==> config.mk <==
export PLATFORM = sky130hd
export DESIGN_NAME = win_watchdog
export DESIGN_NICKNAME = d
export VERILOG_FILES = /design/src/rtl/wwdt_pkg.sv /design/src/rtl/wwdt_edge_sync.sv /design/src/rtl/wwdt_cfg_reg.sv /design/src/rtl/wwdt_limits.sv /design/src/rtl/wwdt_core.sv /design/src/rtl/win_watchdog.sv
export SDC_FILE = /design/constraint.sdc
export NUM_CORES = 1
export LEC_CHECK = 0
export BUFFER_PORTS_ARGS = -buffer_cell sky130_fd_sc_hd__buf_2
export CAP_MARGIN = 25
export CORE_UTILIZATION = 60
export CTS_CLUSTER_DIAMETER = 200
export CTS_CLUSTER_SIZE = 16
export DETAILED_ROUTE_END_ITERATION = 8
export GPL_TIMING_DRIVEN = 0
export PLACE_DENSITY = 0.81
export SETUP_SLACK_MARGIN = 0.4
export SYNTH_ARGS = -nofsm -noshare
export SYNTH_HDL_FRONTEND = slang
export SYNTH_HIERARCHICAL = 1
export SYNTH_SLANG_ARGS = --single-unit
==> constraint.sdc <==
create_clock -name clk -period 9.17 [get_ports clk]
set_input_delay 1.834 -clock clk [delete_from_list [all_inputs] [get_ports clk]]
set_output_delay 1.834 -clock clk [all_outputs]
set_load 0.05 [all_outputs]
==> src/rtl/wwdt_pkg.sv <==
package wwdt_pkg;
  localparam logic [15:0] SERVICE_KEY = 16'h5743;

  typedef enum logic [1:0] {
    CAUSE_NONE     = 2'd0,
    CAUSE_OVERFLOW = 2'd1,
    CAUSE_EARLY    = 2'd2,
    CAUSE_BADKEY   = 2'd3
  } wd_cause_e;

  typedef enum logic [1:0] {
    WIN_QUARTER = 2'd0,
    WIN_HALF    = 2'd1,
    WIN_3QUART  = 2'd2,
    WIN_OFF     = 2'd3
  } wd_win_e;
endpackage

==> src/rtl/wwdt_edge_sync.sv <==
module wwdt_edge_sync #(
  parameter int STAGES = 2
) (
  input  logic clk,
  input  logic rst_n,
  input  logic async_in,
  output logic rise
);
  // sh[0..STAGES-1] are the synchroniser stages; sh[STAGES] holds the previous value
  logic [STAGES:0] sh;

  always_ff @(posedge clk) begin
    if (!rst_n) sh <= '0;
    else        sh <= {sh[STAGES-1:0], async_in};
  end

  assign rise = sh[STAGES-1] & ~sh[STAGES];
endmodule

==> src/rtl/wwdt_cfg_reg.sv <==
module wwdt_cfg_reg import wwdt_pkg::*; #(
  parameter int PS_W = 4,
  localparam int CFG_W = PS_W + 3
) (
  input  logic             clk,
  input  logic             rst_n,
  input  logic             en,
  input  logic             wr_cfg,
  input  logic [CFG_W-1:0] wr_fields,
  output logic [PS_W-1:0]  ps,
  output wd_win_e          win,
  output logic             ref_sel,
  output logic             cfg_taken
);
  assign cfg_taken = wr_cfg & ~en;

  always_ff @(posedge clk) begin
    if (!rst_n) begin
      ps      <= '0;
      win     <= WIN_OFF;
      ref_sel <= 1'b0;
    end else if (cfg_taken) begin
      ps      <= wr_fields[PS_W-1:0];
      win     <= wd_win_e'(wr_fields[PS_W+1:PS_W]);
      ref_sel <= wr_fields[PS_W+2];
    end
  end

  // configuration does not move while the watchdog runs
  p_cfg_locked_r9: assert property (@(posedge clk) disable iff (!rst_n)
    en |=> $stable({ps, win, ref_sel}));
endmodule

==> src/rtl/wwdt_limits.sv <==
module wwdt_limits import wwdt_pkg::*; #(
  parameter int BASE_SHIFT = 5,
  parameter int PS_W       = 4,
  parameter int CNT_W      = BASE_SHIFT + (1 << PS_W)
) (
  input  logic [PS_W-1:0]  ps,
  input  wd_win_e          win,
  output logic [CNT_W-1:0] period_last,
  output logic [CNT_W-1:0] win_start,
  output logic             win_on
);
  logic [CNT_W-1:0] period;
  logic [CNT_W-1:0] quarter;

  always_comb begin
    period      = {{(CNT_W-1){1'b0}}, 1'b1} << (BASE_SHIFT + int'(ps));
    period_last = period - 1'b1;
    quarter     = period >> 2;
    win_on      = (win != WIN_OFF);
    unique case (win)
      WIN_QUARTER: win_start = quarter;
      WIN_HALF:    win_start = quarter << 1;
      WIN_3QUART:  win_start = quarter + (quarter << 1);
      default:     win_start = '0;
    endcase
  end
endmodule

==> src/rtl/wwdt_core.sv <==
module wwdt_core import wwdt_pkg::*; #(
  parameter int CNT_W = 21
) (
  input  logic             clk,
  input  logic             rst_n,
  input  logic             en,
  input  logic             tick,
  input  logic             svc_valid,
  input  logic             svc_key_ok,
  input  logic             cfg_taken,
  input  logic [CNT_W-1:0] period_last,
  input  logic [CNT_W-1:0] win_start,
  input  logic             win_on,
  output logic             rst_req,
  output wd_cause_e        cause
);
  logic [CNT_W-1:0] cnt, cnt_nxt;
  logic             en_q;
  wd_cause_e        fault;

  always_comb begin
    fault   = CAUSE_NONE;
    cnt_nxt = cnt;
    if (!en) begin
      cnt_nxt = '0;
    end else if (svc_valid && !svc_key_ok) begin
      fault = CAUSE_BADKEY;
    end else if (svc_valid && win_on && (cnt < win_start)) begin
      fault = CAUSE_EARLY;
    end else if (svc_valid) begin
      cnt_nxt = '0;
    end else if (tick) begin
      if (cnt == period_last) fault = CAUSE_OVERFLOW;
      else                    cnt_nxt = cnt + 1'b1;
    end
    if (fault != CAUSE_NONE) cnt_nxt = '0;
  end

  always_ff @(posedge clk) begin
    if (!rst_n) begin
      cnt     <= '0;
      en_q    <= 1'b0;
      rst_req <= 1'b0;
      cause   <= CAUSE_NONE;
    end else begin
      cnt     <= cnt_nxt;
      en_q    <= en;
      rst_req <= (fault != CAUSE_NONE);
      if (fault != CAUSE_NONE)              cause <= fault;
      else if ((en && !en_q) || cfg_taken)  cause <= CAUSE_NONE;
    end
  end

  // the count never passes the last value of the period
  p_cnt_range_r12: assert property (@(posedge clk) disable iff (!rst_n)
    cnt <= period_last);
  // every request carries a cause
  p_req_cause_r3: assert property (@(posedge clk) disable iff (!rst_n)
    rst_req |-> (cause != CAUSE_NONE));
  // a correct key below the window start gives an early fault
  p_early_r5: assert property (@(posedge clk) disable iff (!rst_n)
    (en && svc_valid && svc_key_ok && win_on && cnt < win_start) |=>
      (rst_req && cause == CAUSE_EARLY));
  // nothing is requested while disabled
  p_idle_quiet_r11: assert property (@(posedge clk) disable iff (!rst_n)
    !en |=> !rst_req);
  // with no write and no edge, a running watchdog keeps its cause
  p_cause_hold_r10: assert property (@(posedge clk) disable iff (!rst_n)
    (en && en_q && !svc_valid && !tick) |=> $stable(cause));
endmodule

==> src/rtl/win_watchdog.sv <==
module win_watchdog import wwdt_pkg::*; #(
  parameter int BASE_SHIFT  = 5,
  parameter int PS_W        = 4,
  parameter int SYNC_STAGES = 2
) (
  input  logic        clk,
  input  logic        rst_n,
  input  logic [1:0]  ref_clk,
  input  logic        en,
  input  logic        wr_valid,
  output logic        wr_ready,
  input  logic        wr_is_cfg,
  input  logic [15:0] wr_data,
  output logic        rst_req,
  output logic [1:0]  cause
);
  localparam int NUM_REF = 2;
  localparam int CNT_W   = BASE_SHIFT + (1 << PS_W);
  localparam int CFG_W   = PS_W + 3;

  logic [NUM_REF-1:0] ref_rise;
  logic [PS_W-1:0]    ps;
  wd_win_e            win;
  logic               ref_sel;
  logic               cfg_taken;
  logic [CNT_W-1:0]   period_last, win_start;
  logic               win_on;
  logic               wr_take;
  wd_cause_e          cause_e;

  always_ff @(posedge clk) begin
    if (!rst_n) wr_ready <= 1'b0;
    else        wr_ready <= 1'b1;
  end

  assign wr_take = wr_valid & wr_ready;

  for (genvar g = 0; g < NUM_REF; g++) begin : g_ref
    wwdt_edge_sync #(.STAGES(SYNC_STAGES)) sync_i (
      .clk(clk), .rst_n(rst_n), .async_in(ref_clk[g]), .rise(ref_rise[g])
    );
  end

  wwdt_cfg_reg #(.PS_W(PS_W)) cfg_i (
    .clk(clk), .rst_n(rst_n), .en(en),
    .wr_cfg(wr_take & wr_is_cfg), .wr_fields(wr_data[CFG_W-1:0]),
    .ps(ps), .win(win), .ref_sel(ref_sel), .cfg_taken(cfg_taken)
  );

  wwdt_limits #(.BASE_SHIFT(BASE_SHIFT), .PS_W(PS_W), .CNT_W(CNT_W)) lim_i (
    .ps(ps), .win(win), .period_last(period_last),
    .win_start(win_start), .win_on(win_on)
  );

  wwdt_core #(.CNT_W(CNT_W)) core_i (
    .clk(clk), .rst_n(rst_n), .en(en), .tick(ref_rise[ref_sel]),
    .svc_valid(wr_take & ~wr_is_cfg), .svc_key_ok(wr_data == SERVICE_KEY),
    .cfg_taken(cfg_taken), .period_last(period_last), .win_start(win_start),
    .win_on(win_on), .rst_req(rst_req), .cause(cause_e)
  );

  assign cause = cause_e;

  // a wrong key on a running watchdog is reported next cycle
  p_badkey_r4: assert property (@(posedge clk) disable iff (!rst_n)
    (en && wr_valid && wr_ready && !wr_is_cfg && wr_data != SERVICE_KEY) |=>
      (rst_req && cause == 2'd3));
  // the write port never pushes back once out of reset
  p_ready_r1: assert property (@(posedge clk) disable iff (!rst_n)
    $past(rst_n) |-> wr_ready);
endmodule

Word level (Yosys, flattened, before mapping)

Index checks and enable logic that the tools add are counted.

Bits in registers: 39
Latch bits: 0
Memory bits (writable): 0
Memory bits (read-only): 0
Bits of input ports: 23
Output and inout bits: 4
Word-level logic and storage cells: 64
Memories kept: 0

Add/sub/neg operators: 4
$mul: 0
Divide/modulo/power cells: 0
Order comparisons: 2
Eq/ne operators: 6
Shifts and indexed selects: 1
Multiplexer cells: 15
Bitwise operators: 13
Reduce and logical (&&, ||, !) cells: 13

Operators with widths:

| cell                                                       | number |
|---|---|
| 2-to-1 mux 21 bit                                          | 3 |
| one-hot mux 21 bit (3 select lines)                        | 1 |
| left shift 1 x 32 -> 21 bit, first input constant          | 1 |
| adder 19 x 20 -> 21 bit                                    | 1 |
| adder 21 x 1 -> 21 bit, second input constant              | 1 |
| == test 21 bit                                             | 1 |
| less-than comparator 21 bit                                | 1 |
| subtractor 21 x 1 -> 21 bit, second input constant         | 1 |
| == test 16 x 15 -> 1 bit, second input constant            | 1 |
| 2-to-1 mux 2 bit                                           | 7 |
| inverter 1 bit                                             | 7 |
| bitwise AND 1 bit                                          | 6 |
| nonzero test 2 bit                                         | 3 |
| adder 3 x 4 -> 5 bit, first input constant                 | 1 |
| logical AND 1 bit                                          | 4 |
| 2-to-1 mux 1 bit                                           | 4 |
| AND reduction 4 bit                                        | 1 |
| OR reduction 3 bit                                         | 1 |
| == test 2 x 1 -> 1 bit, second input constant              | 1 |
| == test 2 bit, second input constant                       | 1 |
| zero test 1 bit                                            | 2 |
| zero test 2 bit                                            | 1 |
| less-than comparator 1 x 2 -> 1 bit, second input constant | 1 |
| != test 2 x 1 -> 1 bit, second input constant              | 1 |
| other kinds (2)                                            | 2 |

Longest topological paths before layout

Depth after elaboration: 12
Gate-level depth with buffers: 23
Depth with buffers taken out: 19

Modules after synthesis

The synthesis kept the hierarchy.

By module, submodules not included:

| module         | instances | cells each | area an instance (µm²) | seq. area each (µm²) |
|---|---|---|---|---|
| wwdt_limits    | 1         | 311        | 2,180.8                | 0.0 |
| wwdt_core      | 1         | 254        | 2,069.5                | 500.5 |
| wwdt_cfg_reg   | 1         | 31         | 295.3                  | 140.1 |
| wwdt_edge_sync | 2         | 7          | 92.6                   | 60.1 |
| win_watchdog   | 1         | 10         | 98.8                   | 20.0 |

Worst setup path after synthesis

OpenSTA, ideal clock, no wires.

Path kind: register to register
Start: register cfg_i.ps[2]
End: register core_i.cnt[14]
Setup time: 0.070 ns
Arrival: 4.304 ns
Required time: 9.100 ns
Path slack: 4.796 ns
Stages on the path, launching flop included: 21
Path buffers: 2
Period minus slack after synthesis: 4.374 ns
Cell sequence: dfxtp_1 clkbuf_2 nand2_1 nor3_1 inv_1 ha_1 a21o_1 a21o_1 or3_1 o22ai_1 xnor2_1 o21ai_0 inv_1 ha_1 nand4_2 nor4b_4 o311ai_1 o211a_2 buf_6 or4_1 a21oi_1

Elaborated cells on any way between the ends: 19
Those cells by class: add/sub (3); order compare (1); eq/ne (2); shift (1); mux (7); bitwise (1); reduce/logical (4)

RTL lines:

| what                                    | RTL line           | RTL |
|---|---|---|
| start, declared                         | wwdt_cfg_reg.sv:10 | `output logic [PS_W-1:0] ps,` |
| start signal, assigned                  | wwdt_cfg_reg.sv:23 | `ps <= wr_fields[PS_W-1:0];` |
| adder 3 x 4 -> 5 bit (*)                | wwdt_limits.sv:16  | `period = {{(CNT_W-1){1'b0}}, 1'b1} << (BASE_SHIFT + int'(ps));` |
| left shift 1 x 32 -> 21 bit (*)         | wwdt_limits.sv:16  |  |
| adder 19 x 20 -> 21 bit                 | wwdt_limits.sv:23  | `WIN_3QUART: win_start = quarter + (quarter << 1);` |
| one-hot mux 21 bit (3 select lines) (*) | wwdt_limits.sv:20  | `unique case (win)` |
| net win_start[19]                       | win_watchdog.sv:26 | `logic [CNT_W-1:0] period_last, win_start;` |
| less-than comparator 21 bit (*)         | wwdt_core.sv:28    | `end else if (svc_valid && win_on && (cnt < win_start)) begin` |
| logical AND 1 bit (*)                   | wwdt_core.sv:28    |  |
| 2-to-1 mux 2 bit                        | wwdt_core.sv:28    |  |
| 2-to-1 mux 2 bit                        | wwdt_core.sv:26    | `end else if (svc_valid && !svc_key_ok) begin` |
| 2-to-1 mux 2 bit                        | wwdt_core.sv:24    | `if (!en) begin` |
| nonzero test 2 bit                      | wwdt_core.sv:36    | `if (fault != CAUSE_NONE) cnt_nxt = '0;` |
| OR reduction 3 bit (no source line)     | n/a                |  |
| end signal, assigned                    | wwdt_core.sv:46    | `cnt <= cnt_nxt;` |
| end, declared                           | wwdt_core.sv:17    | `logic [CNT_W-1:0] cnt, cnt_nxt;` |

The timed path passes the listed nets; every way through them passes the cells marked *.
A chain may end at the register's enable or synchronous reset.

Final worst setup path

Start: register cfg_i.ps[0]
End: register core_i.cnt[14]

The elaborated chain is that of the path after synthesis.

==> metrics.yaml <==
status: "finished, final reports clean"
drive_gt1_share_pct: 11.0
grt_max_degree: 14
timing.rr.end: "core_i/cnt[14]$_SDFFE_PP0P_"
clkLatencyLatePin_ns: 0.30
start_util_pct: 62.2
busiest_layer: "met2"
groute.layer.met2.usage_pct: 52.5
path_cells: "clkbuf_1, nand2b_1, nor2_1, inv_1, ha_1, bufbuf_16, a21o_1, a31oi_1, nor2_1, a211oi_1, o41ai_1, xnor2_1, o22ai_1, inv_1, ha_1, and4_1, nor4b_4, o311ai_1, o211a_2, buf_6, or4_1, a21oi_1"
hold_path.startpoint: "g_ref[0].sync_i/sh[0]$_SDFF_PN0_"
ys_warn_count: 6
crit_required_ns: 9.39
synth_top_area_share_pct: 17.6
ant_nets: 0
yosys-top-cells-area: "ha_1 18%, dfxtp_1 16%, a21oi_1 5.4%"
grt-ovfl-total: 0
fin_skew_ns: 0.00812
relSlewSlack_pct: 44.7
routed_wl_um: 12300
postCtsSetupBuffers: 0
yosysTopAreaCell: "ha_1"
path_buf_inv: 5
core-area_sq_mm: 0.00777
syn-cell-area_sq_mm: 0.00483
pwr_density_cell_mw_per_mm2: 77.8
worstMarginPinSlew_ns: 0.823
synth.distinct_cells: 70
hold_end: "g_ref[0].sync_i/sh[1]$_SDFF_PN0_"
reg2reg_depth: 22
fin_util_pct: 67.8
drt_iter0_drc: 429
cp_top_family: "compound AO/OA/AOI/OAI gates"
slew_viol_final: 0
cts.sinks: 39
place_congestion: 0.956
syn2layout_area_growth_pct: 9.07
tritoncts: "built"
grt_antenna_before_repair: 0
startpoint_type: "flop"
postCtsHoldBufs: 0
pin_count: 27
whs_path_depth: 1
rsz0062_at_grt: "no"
rrSetupSlack_ns: 3.82
max_freq_mhz: 187
critical_path_arrival_ns: 5.57
ctsResizeCount: 0
setup_violations: 0
synthFlopType: "dfxtp_1"
wl_per_cell_um: 15.8
cts_made_buffers: 5
num_vias: 4656
synthCells: 620
timing.rr.start: "cfg_i/ps[0]$_SDFFE_PN0P_"
die_h_um: 91.7
die_area_sq_mm: 0.00841
grt_pass1_vias: 4459
max-cap-violations: 0
hp-class: "reg2reg"
dpl.hpwl_um: 9780
critPathKind: "reg2reg"
htreeDepth: 2
io_buffer_count: 26
met3_usage_pct: 4.73
synth_edf_count: 0
ys_async_sr_fraction_pct: 0
final_cell_mix: "68 x ha_1, 61 x nand2_1, 54 x inv_1, 52 x a21oi_1, 40 x nor2_1"
std_cell_rows: 32
die_w_um: 91.7
p_leak_uw: 0.00242
via_per_inst: 6.02
clk_path_buf_depth: 2
use_met1_pct: 39.9
fin_crit_ns: 5.35
synth_seq_area_share_pct: 16.2
synth_seq_cells: 39
cpPeakStageDelay_ns: 0.51
cts_root_buffer: "clkbuf_8"
finalSetupTns_ns: 0
critPathSlowestCell: "or4_1"
avgSynthCellArea_sq_um: 7.79
clk_pin_slew_ns: 0.08
critPathMaxFanout: 10
vdd_drop_max_uv: 105
firstDrtPassIters: 6
final_common_cell: "ha_1"
route.detailed.drc: 0
hold_viol: 0
fin_nets: 763
grt_pass1_wl_um: 20800
fin_crit_sh_pct: 58.3
crit_path_end_kind: "flop"
gr-usage-all-layers_pct: 30.3
antenna_cells: 0
hold_ws_ns: 0.443
[worst max-delay path by stage]
stage | start | to | slack, ns | cells past startpoint
detailed placement | cfg_i/ps[0]$_SDFFE_PN0P_ | core_i/cnt[14]$_SDFFE_PP0P_ | 3.95 | 21
global route | cfg_i/ps[0]$_SDFFE_PN0P_ | core_i/cnt[19]$_SDFFE_PP0P_ | 3.47 | 20
finish | cfg_i/ps[0]$_SDFFE_PN0P_ | core_i/cnt[14]$_SDFFE_PP0P_ | 3.82 | 22
global placement | cfg_i/ps[0]$_SDFFE_PN0P_ | core_i/cnt[18]$_SDFFE_PP0P_ | 4.05 | 21
floorplan | cfg_i/ps[2]$_SDFFE_PN0P_ | core_i/cnt[14]$_SDFFE_PP0P_ | 4.80 | 20
CTS | cfg_i/ps[0]$_SDFFE_PN0P_ | core_i/cnt[14]$_SDFFE_PP0P_ | 3.92 | 21
[where the power goes]
part | switching, uW | total, uW | internal (uW)
logic | 54.2 | 91.4 | 37.2
clock network | 63.9 | 145 | 81.0
registers | 1.63 | 174 | 172
[cell families after synthesis]
logic type	Yosys count	share of synthesized area, %
other	2	0.155
multiplexers	13	2.75
AND/OR/NAND/NOR	212	24.0
adder cells (fa/ha/maj)	69	18.0
AO/OA/AOI/OAI	150	20.3
XOR/XNOR	51	9.25
buffers and inverters	84	9.27
flip-flops	39	16.2
[cells in the mapped netlist, types with 9 or more instances]
cell,count
a21oi_1,52
o31ai_1,17
nand2_1,61
dfxtp_1,39
nor2_1,40
xnor2_1,24
inv_1,54
and2_1,9
ha_1,68
xor2_1,27
or4_1,17
a21o_1,9
mux2i_1,11
o21ai_0,19
nand3_1,18
[flip-flops by register name, indices dropped and copies added (netlist names)]
name	cells
wr_ready	1
cfg_i/ps	4
core_i/rst_req	1
cfg_i/ref_sel	1
cfg_i/win	2
core_i/cnt	21
g_ref.sync_i/sh	6
core_i/en_q	1
core_i/cause	2
[per-stage QoR]
step / cells / area, sq um / setup slack, ns / power, uW
global route: 774 / 5270 / 3.47 / 426
finish: 774 / 5270 / 3.82 / 410
detailed placement: 766 / 5150 / 3.95 / 266
floorplan: 638 / 4900 / 4.80 / 244
global placement: 766 / 5150 / 4.05 / 264
CTS: 774 / 5270 / 3.92 / 408
[per-layer routing]
layer  vias up  routed length [um]
met3        19                 848
met4         0                 143
li1       2283                   -
met1      2165                5480
met2       189                5790
met5         -                   0
[cell type report]
type	instances	area (sq um)
Sequential cell	39	781
Fill cell	684	2500
Clock inverter	3	43.8
Buffer	30	245
Tap cell	102	128
Clock buffer	5	68.8
Inverter	54	203
Multi-Input combinational cell	515	3670
Timing Repair Buffer	26	130
Power figures use the tool's default switching activity.
